**src/rtl/dhg_pkg.sv**
```systemverilog
// Package: shared state type for the debug halt clock gate controller.
// Assumes: nothing beyond IEEE 1800-2017.
package dhg_pkg;

    // Core halt state: running, collecting idle cycles, halted.
    typedef enum logic [1:0] {
        DHG_RUN  = 2'd0,
        DHG_WAIT = 2'd1,
        DHG_HALT = 2'd2
    } dhg_state_e;

endpackage

```
**src/rtl/dhg_req_qual.sv**
```systemverilog
// Module: dhg_req_qual
// Combines the raw debug halt request with the enable and disable bits.
// Assumes: all inputs synchronous to the consumer's clock; no state here.
module dhg_req_qual (
    input  logic halt_req,
    input  logic dbg_en,
    input  logic mod_dis,
    output logic req_ok
);

    // Qualify the request: needs enable, is masked by module-disable.
    always_comb begin
        req_ok = halt_req & dbg_en & ~mod_dis;
    end

endmodule

```
**src/rtl/dhg_idle_win.sv**
```systemverilog
// Module: dhg_idle_win
// Counts consecutive cycles in which halt entry is allowed (request
// qualified, bus idle, not yet halted). Signals when the window closes.
// Assumes: IDLE_CYCLES >= 1; count_en is registered-input clean.
module dhg_idle_win #(
    parameter int IDLE_CYCLES = 2
) (
    input  logic clk,
    input  logic rst_n,
    input  logic count_en,
    output logic window_done
);

    localparam int CW = (IDLE_CYCLES > 1) ? $clog2(IDLE_CYCLES) : 1;
    localparam logic [CW-1:0] LAST = CW'(IDLE_CYCLES - 1);

    logic [CW-1:0] idle_cnt;

    // Window closes in the cycle that completes the required idle run.
    always_comb begin
        window_done = count_en && (idle_cnt == LAST);
    end

    // Run counter: clears on any non-idle cycle or when the window closes.
    always_ff @(posedge clk) begin
        if (!rst_n) begin
            idle_cnt <= '0;
        end else if (!count_en || window_done) begin
            idle_cnt <= '0;
        end else begin
            idle_cnt <= idle_cnt + 1'b1;
        end
    end

    // a broken run leaves the counter at zero for the next cycle.
    a_r4_run_restart: assert property (@(posedge clk) disable iff (!rst_n)
        !count_en |=> (idle_cnt == '0));

    // counter never passes the last slot of the window.
    a_r3_cnt_bound: assert property (@(posedge clk) disable iff (!rst_n)
        idle_cnt <= LAST);

endmodule

```
**src/rtl/dhg_halt_fsm.sv**
```systemverilog
// Module: dhg_halt_fsm
// Holds the halt state and drives the registered core enable and halted
// flag. Entry comes from the idle window; exit is immediate once the
// qualified request drops.
// Assumes: window_done is only asserted while not halted.
module dhg_halt_fsm
    import dhg_pkg::*;
(
    input  logic clk,
    input  logic rst_n,
    input  logic req_ok,
    input  logic window_done,
    output logic in_halt,
    output logic core_en_q,
    output logic halted_q
);

    dhg_state_e state_q;
    dhg_state_e state_d;

    // Next-state decision for entry and exit.
    always_comb begin
        state_d = state_q;
        unique case (state_q)
            DHG_RUN, DHG_WAIT: begin
                if (window_done)  state_d = DHG_HALT;
                else if (req_ok)  state_d = DHG_WAIT;
                else              state_d = DHG_RUN;
            end
            DHG_HALT: begin
                if (!req_ok)      state_d = DHG_RUN;
            end
            default:              state_d = DHG_RUN;
        endcase
    end

    // State register.
    always_ff @(posedge clk) begin
        if (!rst_n) state_q <= DHG_RUN;
        else        state_q <= state_d;
    end

    // Output flops: enable and flag updated on the same edge as the state.
    always_ff @(posedge clk) begin
        if (!rst_n) begin
            core_en_q <= 1'b1;
            halted_q  <= 1'b0;
        end else begin
            core_en_q <= (state_d != DHG_HALT);
            halted_q  <= (state_d == DHG_HALT);
        end
    end

    // Expose the halt state to gate the idle counter.
    always_comb begin
        in_halt = (state_q == DHG_HALT);
    end

    // the two output flops never disagree.
    a_r7_flag_matches_en: assert property (@(posedge clk) disable iff (!rst_n)
        core_en_q != halted_q);

    // a halted core with no qualified request resumes next edge.
    a_r6_prompt_exit: assert property (@(posedge clk) disable iff (!rst_n)
        (halted_q && !req_ok) |=> core_en_q);

    // without a qualified request a running core stays running.
    a_r2_no_req_no_halt: assert property (@(posedge clk) disable iff (!rst_n)
        (!halted_q && !req_ok) |=> !halted_q);

endmodule

```
**src/rtl/dbg_halt_gate.sv**
```systemverilog
// Module: dbg_halt_gate (top)
// Debug halt clock gate controller. Gates the core clock when a qualified
// debug halt request has coincided with an idle slave bus for IDLE_CYCLES
// consecutive cycles; keeps the RAM domain clocked at all times.
// Assumes: inputs synchronous to clk; the gating cell is external.
module dbg_halt_gate #(
    parameter int IDLE_CYCLES = 2
) (
    input  logic clk,
    input  logic rst_n,
    input  logic halt_req,
    input  logic dbg_en,
    input  logic mod_dis,
    input  logic bus_busy,
    output logic core_clk_en,
    output logic ram_clk_en,
    output logic halted
);

    logic req_ok;
    logic in_halt;
    logic count_en;
    logic window_done;

    dhg_req_qual u_qual (
        .halt_req (halt_req),
        .dbg_en   (dbg_en),
        .mod_dis  (mod_dis),
        .req_ok   (req_ok)
    );

    // Idle cycles count only while running with a qualified request.
    always_comb begin
        count_en = req_ok & ~bus_busy & ~in_halt;
    end

    dhg_idle_win #(
        .IDLE_CYCLES (IDLE_CYCLES)
    ) u_win (
        .clk         (clk),
        .rst_n       (rst_n),
        .count_en    (count_en),
        .window_done (window_done)
    );

    dhg_halt_fsm u_fsm (
        .clk         (clk),
        .rst_n       (rst_n),
        .req_ok      (req_ok),
        .window_done (window_done),
        .in_halt     (in_halt),
        .core_en_q   (core_clk_en),
        .halted_q    (halted)
    );

    // RAM domain is never stopped by debug halt.
    always_comb begin
        ram_clk_en = 1'b1;
    end

    // halt is only entered after a cycle with an idle bus.
    a_r3_entry_after_idle: assert property (@(posedge clk) disable iff (!rst_n)
        $rose(halted) |-> $past(!bus_busy));

    // module-disable keeps a running core running.
    a_r5_disable_masks: assert property (@(posedge clk) disable iff (!rst_n)
        (mod_dis && !halted) |=> !halted);

    // bus activity does not disturb a held halt.
    a_r9_busy_while_halted: assert property (@(posedge clk) disable iff (!rst_n)
        (halted && halt_req && dbg_en && !mod_dis && bus_busy) |=> halted);

endmodule

```
**config.mk**
```make
export PLATFORM = sky130hd
export DESIGN_NAME = dbg_halt_gate
export DESIGN_NICKNAME = d
export VERILOG_FILES = /design/src/rtl/dhg_pkg.sv /design/src/rtl/dhg_req_qual.sv /design/src/rtl/dhg_idle_win.sv /design/src/rtl/dhg_halt_fsm.sv /design/src/rtl/dbg_halt_gate.sv
export SDC_FILE = /design/constraint.sdc
export NUM_CORES = 1
export LEC_CHECK = 0
export ABC_CLOCK_PERIOD_IN_PS = 1300
export BUFFER_PORTS_ARGS = -buffer_cell sky130_fd_sc_hd__buf_2
export CORE_AREA = 4 4 41 43
export DETAILED_ROUTE_END_ITERATION = 6
export DIE_AREA = 0 0 45 47
export PLACE_DENSITY = 0.34
export SKIP_CTS_REPAIR_TIMING = 1
export SLEW_MARGIN = 20
export SYNTH_ARGS = -nofsm -noshare
export SYNTH_HDL_FRONTEND = slang
export SYNTH_SLANG_ARGS = --single-unit
```
**constraint.sdc**
```tcl
create_clock -name clk -period 1.3 [get_ports clk]
set_input_delay 0.065 -clock clk [delete_from_list [all_inputs] [get_ports clk]]
set_output_delay 0.065 -clock clk [all_outputs]
set_load 0.05 [all_outputs]
```
## Yosys cells after proc, flatten, opt, wreduce, memory -nomap -nowiden

Cells that the tools add are included.

| word-level totals | value |
|---|---|
| flip-flop bits (word level) | 5 |
| input port bits | 6 |
| output and inout bits | 3 |
| word-level logic and storage cells | 27 |

| operators by class | value |
|---|---|
| add/sub/neg operators | 1 |
| equality and inequality tests | 4 |
| multiplexer cells | 4 |
| bitwise gates (word level) | 8 |
| reduce and logical (&&, ||, !) cells | 6 |

Operators by type and width:

| operator | count |
|---|---|
| $and 1x1->1 | 4 |
| $eq 2x2->1 const B | 2 |
| $mux 2 | 2 |
| $not 1->1 | 4 |
| $pmux 2 s2 | 1 |
| $reduce_or 2->1 | 2 |
| $eq 2x1->1 const B | 1 |
| $logic_not 2->1 | 1 |
| $ne 2x2->1 const B | 1 |
| $add 1x1->1 const B | 1 |
| $logic_and 1x1->1 | 1 |
| $logic_not 1->1 | 1 |
| $logic_or 1x1->1 | 1 |
| $mux 1 | 1 |

## Longest topological paths before layout

| depth | value |
|---|---|
| depth in word-level cells | 8 |
| depth in mapped cells | 2 |
| mapped depth without buffers | 2 |

## Hierarchy

Synthesis repeated with hierarchy kept, for this count alone.

| unflattened totals | value |
|---|---|
| cells, all modules | 18 |
| area total of the unflattened synthesis | 203.9 µm² |

Modules (own cells, without submodules):

| module | instances | cells each | area each (µm²) |
|---|---|---|---|
| dhg_halt_fsm | 1 | 11 | 135.1 |
| dhg_idle_win | 1 | 3 | 36.3 |
| dbg_halt_gate | 1 | 3 | 23.8 |
| dhg_req_qual | 1 | 1 | 8.8 |

## Worst setup path before layout

OpenSTA, ideal clock, no wires.

| timing path | value |
|---|---|
| path type | register to register |
| start point | reg u_fsm.state_q[1] |
| end point | reg u_fsm.halted_q |
| library setup time | 115 ps |
| data arrival time | 641 ps |
| data required time | 1,185 ps |
| setup slack | 545 ps |
| cell stages (with the launch flop) | 3 |
| path buffers | 0 |
| cells stage by stage | dfxtp_1 -> and2b_4 -> o21ba_1 |

| between the ends | value |
|---|---|
| longest elaborated chain between the ends | 7 |
| elaborated cells on any way between the ends | 11 |

Ends and longest elaborated chain:

| what | line | RTL |
|---|---|---|
| start, declared | dhg_halt_fsm.sv:18 | `dhg_state_e state_q;` |
| start signal, assigned | dhg_halt_fsm.sv:40 | `else state_q <= state_d;` |
| $eq 2x2->1 | dhg_halt_fsm.sv:24, dhg_halt_fsm.sv:56 |  |
| $not 1->1 | dbg_halt_gate.sv:34 | `count_en = req_ok & ~bus_busy & ~in_halt;` |
| $and 1x1->1 | dbg_halt_gate.sv:34 |  |
| $logic_and 1x1->1 | dhg_idle_win.sv:21 | `window_done = count_en && (idle_cnt == LAST);` |
| $mux 2 | dhg_halt_fsm.sv:26 | `if (window_done) state_d = DHG_HALT;` |
| $pmux 2 s2 (*) | dhg_halt_fsm.sv:24 | `unique case (state_q)` |
| $eq 2x2->1 (*) | dhg_halt_fsm.sv:50 | `halted_q <= (state_d == DHG_HALT);` |
| end signal, assigned | dhg_halt_fsm.sv:50 |  |
| end, declared | dhg_halt_fsm.sv:15 | `output logic halted_q` |

Mark *: on every way between the ends. The rest lies on a longest branch, timed or not.
A chain may end at the register's enable or synchronous reset.

## Final worst setup path

| timing path | value |
|---|---|
| start point | reg u_fsm.halted_q |
| end point | out halted |

RTL lines:

| what | line | RTL |
|---|---|---|
| end, declared | dbg_halt_gate.sv:17 | `output logic halted` |

No word-level cell between the ends.

==> impl_metrics.tcl <==
set metrics [dict create \
    cp_top_family "flip-flops" \
    clk_path_buf_depth 2 \
    gp_congestion 0.517 \
    pre_cts_slack_ns 0.518 \
    r2r_start "u_win.idle_cnt" \
    cts_buffers 3 \
    outcome "finished, final reports clean" \
    ant_nets 0 \
    yosysUniqueCellTypes 11 \
    dieWidth_microns 45 \
    yosys_warnings 0 \
    arrival_ns 0.79 \
    crit_required_ns 1.24 \
    final_nets 33 \
    portBuffers 7 \
    hp-class "input pin to register" \
    finalClockSkew_ns 0.00547 \
    powerDensity_mw_per_mm2 1270 \
    synth_top_area_share 0.479 \
    drt-initial-drc-count 1 \
    max_freq_mhz 1170 \
    fin_ws_ns 0.449 \
    cp_num_buf_inv 1 \
    cts-root-buf "clkbuf_4" \
    wirelength_microns 333 \
    setup_tns_ns 0 \
    row_count 13 \
    drive_gt1_frac 0.538 \
    cp_slowest_stage_delay_ns 0.29 \
    synth_seq_cells 5 \
    setup_viol 0 \
    min_period_over_period 0.655 \
    drt_first_pass_iters 2 \
    antenna_cells 0 \
    stdcell_count 41 \
    synthToLayoutAreaGrowth_pct 34.7 \
    ys_seq_area_frac 0.479 \
    drv_cap 0 \
    synthesis.nets 22 \
    startpoint "u_fsm.halted_q" \
    ys_top_cells_by_area "dfxtp_1 48%, nand4b_4 11%, o21ba_1 9.6%" \
    utilization 0.216 \
    worstPathCellList "buf_2" \
    grt_pass1_vias 145 \
    vias 142 \
    viasPerCell 3.46 \
    placed_cells 37 \
    critical_path_class "register to output pin" \
    die-height_microns 47 \
    drc 0 \
    synth_area_sq_um 209 \
    grt_usage 0.0356 \
    grt_pass1_wl_microns 496 \
    path_clk_slew_ns 0.05 \
    clk-insertion-delay-late_ns 0.24 \
    fin_crit_ns 0.851 \
    start_util 0.161 \
    whs_ns 0.0398 \
    cts.htree.levels 1 \
    cts_tree "yes" \
    numClockSinks 5 \
    grt_max_degree 6 \
    pin_count 9 \
    synthCells 16 \
    crit_slowest_cell "dfxtp_1" \
    hold_viol 0 \
    rsz0062_at_grt "false" \
    wire_per_inst_microns 8.12 \
    final-max-slew-violation-count 0 \
    start_kind "register" \
    hp-start "bus_busy" \
    die-area_sq_mm 0.00212 \
    antenna_found_initial 0 \
    synth_top_area_cell "dfxtp_1" \
    syn_avg_cell_area_sq_um 13.1 \
    critPathMaxFanout 1 \
    core-area_sq_mm 0.00130 \
    power_leakage_uw 0.000161 \
    peakVddDrop_v 0.000275 \
    cp-end-kind "output pin" \
    gr-total-overflow 0 \
]
[power by group]
part           leakage, uW  total (uW)  internal (uW)  switching, uW
clock            0.0000150         177            116           61.0
combinational     0.000105        23.9           10.1           13.8
sequential       0.0000404         156            155          0.608
total             0.000161         357            281           75.5
[state kept, by name (all words and copies together), names as in the netlist]
name             count
u_fsm.core_en_q      1
u_win.idle_cnt       1
u_fsm.halted_q       1
u_fsm.state_q        2
[routing by layer]
layer,vias to the layer above,global-route usage,part of all wire
met2,8,0.0508,0.43
met1,61,0.0342,0.49
met3,0,0.0115,0.078
li1,73,-,-
met4,0,0.0526,0
met5,-,0,0
[worst paths after layout]
kind	to	slack, ns	cells after the start
max	halted	0.45	1
min	u_win.idle_cnt	0.04	2
max reg2reg	u_fsm.state_q[1]	0.51	2
min reg2reg	u_win.idle_cnt	0.44	1
[per-stage QoR]
| step | total power, uW | cell area (sq um) |
|---|---|---|
| after floorplan | 173 | 209 |
| after global placement | 183 | 255 |
| after detailed placement | 183 | 255 |
| after CTS | 364 | 282 |
| after global routing | 376 | 282 |
| final | 357 | 282 |
[cell type report]
cell class              count  area [sq um]
clock buffers               4          26.3
fillers                   150          1020
multi-input cells          10           101
flip-flops and latches      5           100
well taps                  15          18.8
repair buffers              7          35.0
[synthesized netlist by cell type]
| cell | number |
|---|---|
| buf_4 | 1 |
| nand4b_4 | 1 |
| nor2b_1 | 1 |
| o21bai_1 | 1 |
| dfxtp_1 | 5 |
| o21ba_1 | 2 |
| nor4_2 | 1 |
| conb_1 | 1 |
| nor3_1 | 1 |
| and2b_4 | 1 |
| nor3b_2 | 1 |
[cell families (layout without fill, tap and decap cells)]
logic type | Yosys count | in the layout | share of synthesized area
AND/OR/NAND/NOR | 6 | 6 | 0.335
flip-flops | 5 | 5 | 0.479
AO/OA/AOI/OAI | 3 | 3 | 0.132
other | 1 | 1 | 0.0179
buffers and inverters | 1 | 11 | 0.0359
[cell usage in the layout, fill, tap and decap left out, types with 2 or more instances in the layout]
cell / count
o21ba_1: 2
buf_2: 7
dfxtp_1: 5
clkbuf_4: 3
Note: power is estimated with default switching activity, not from simulation.
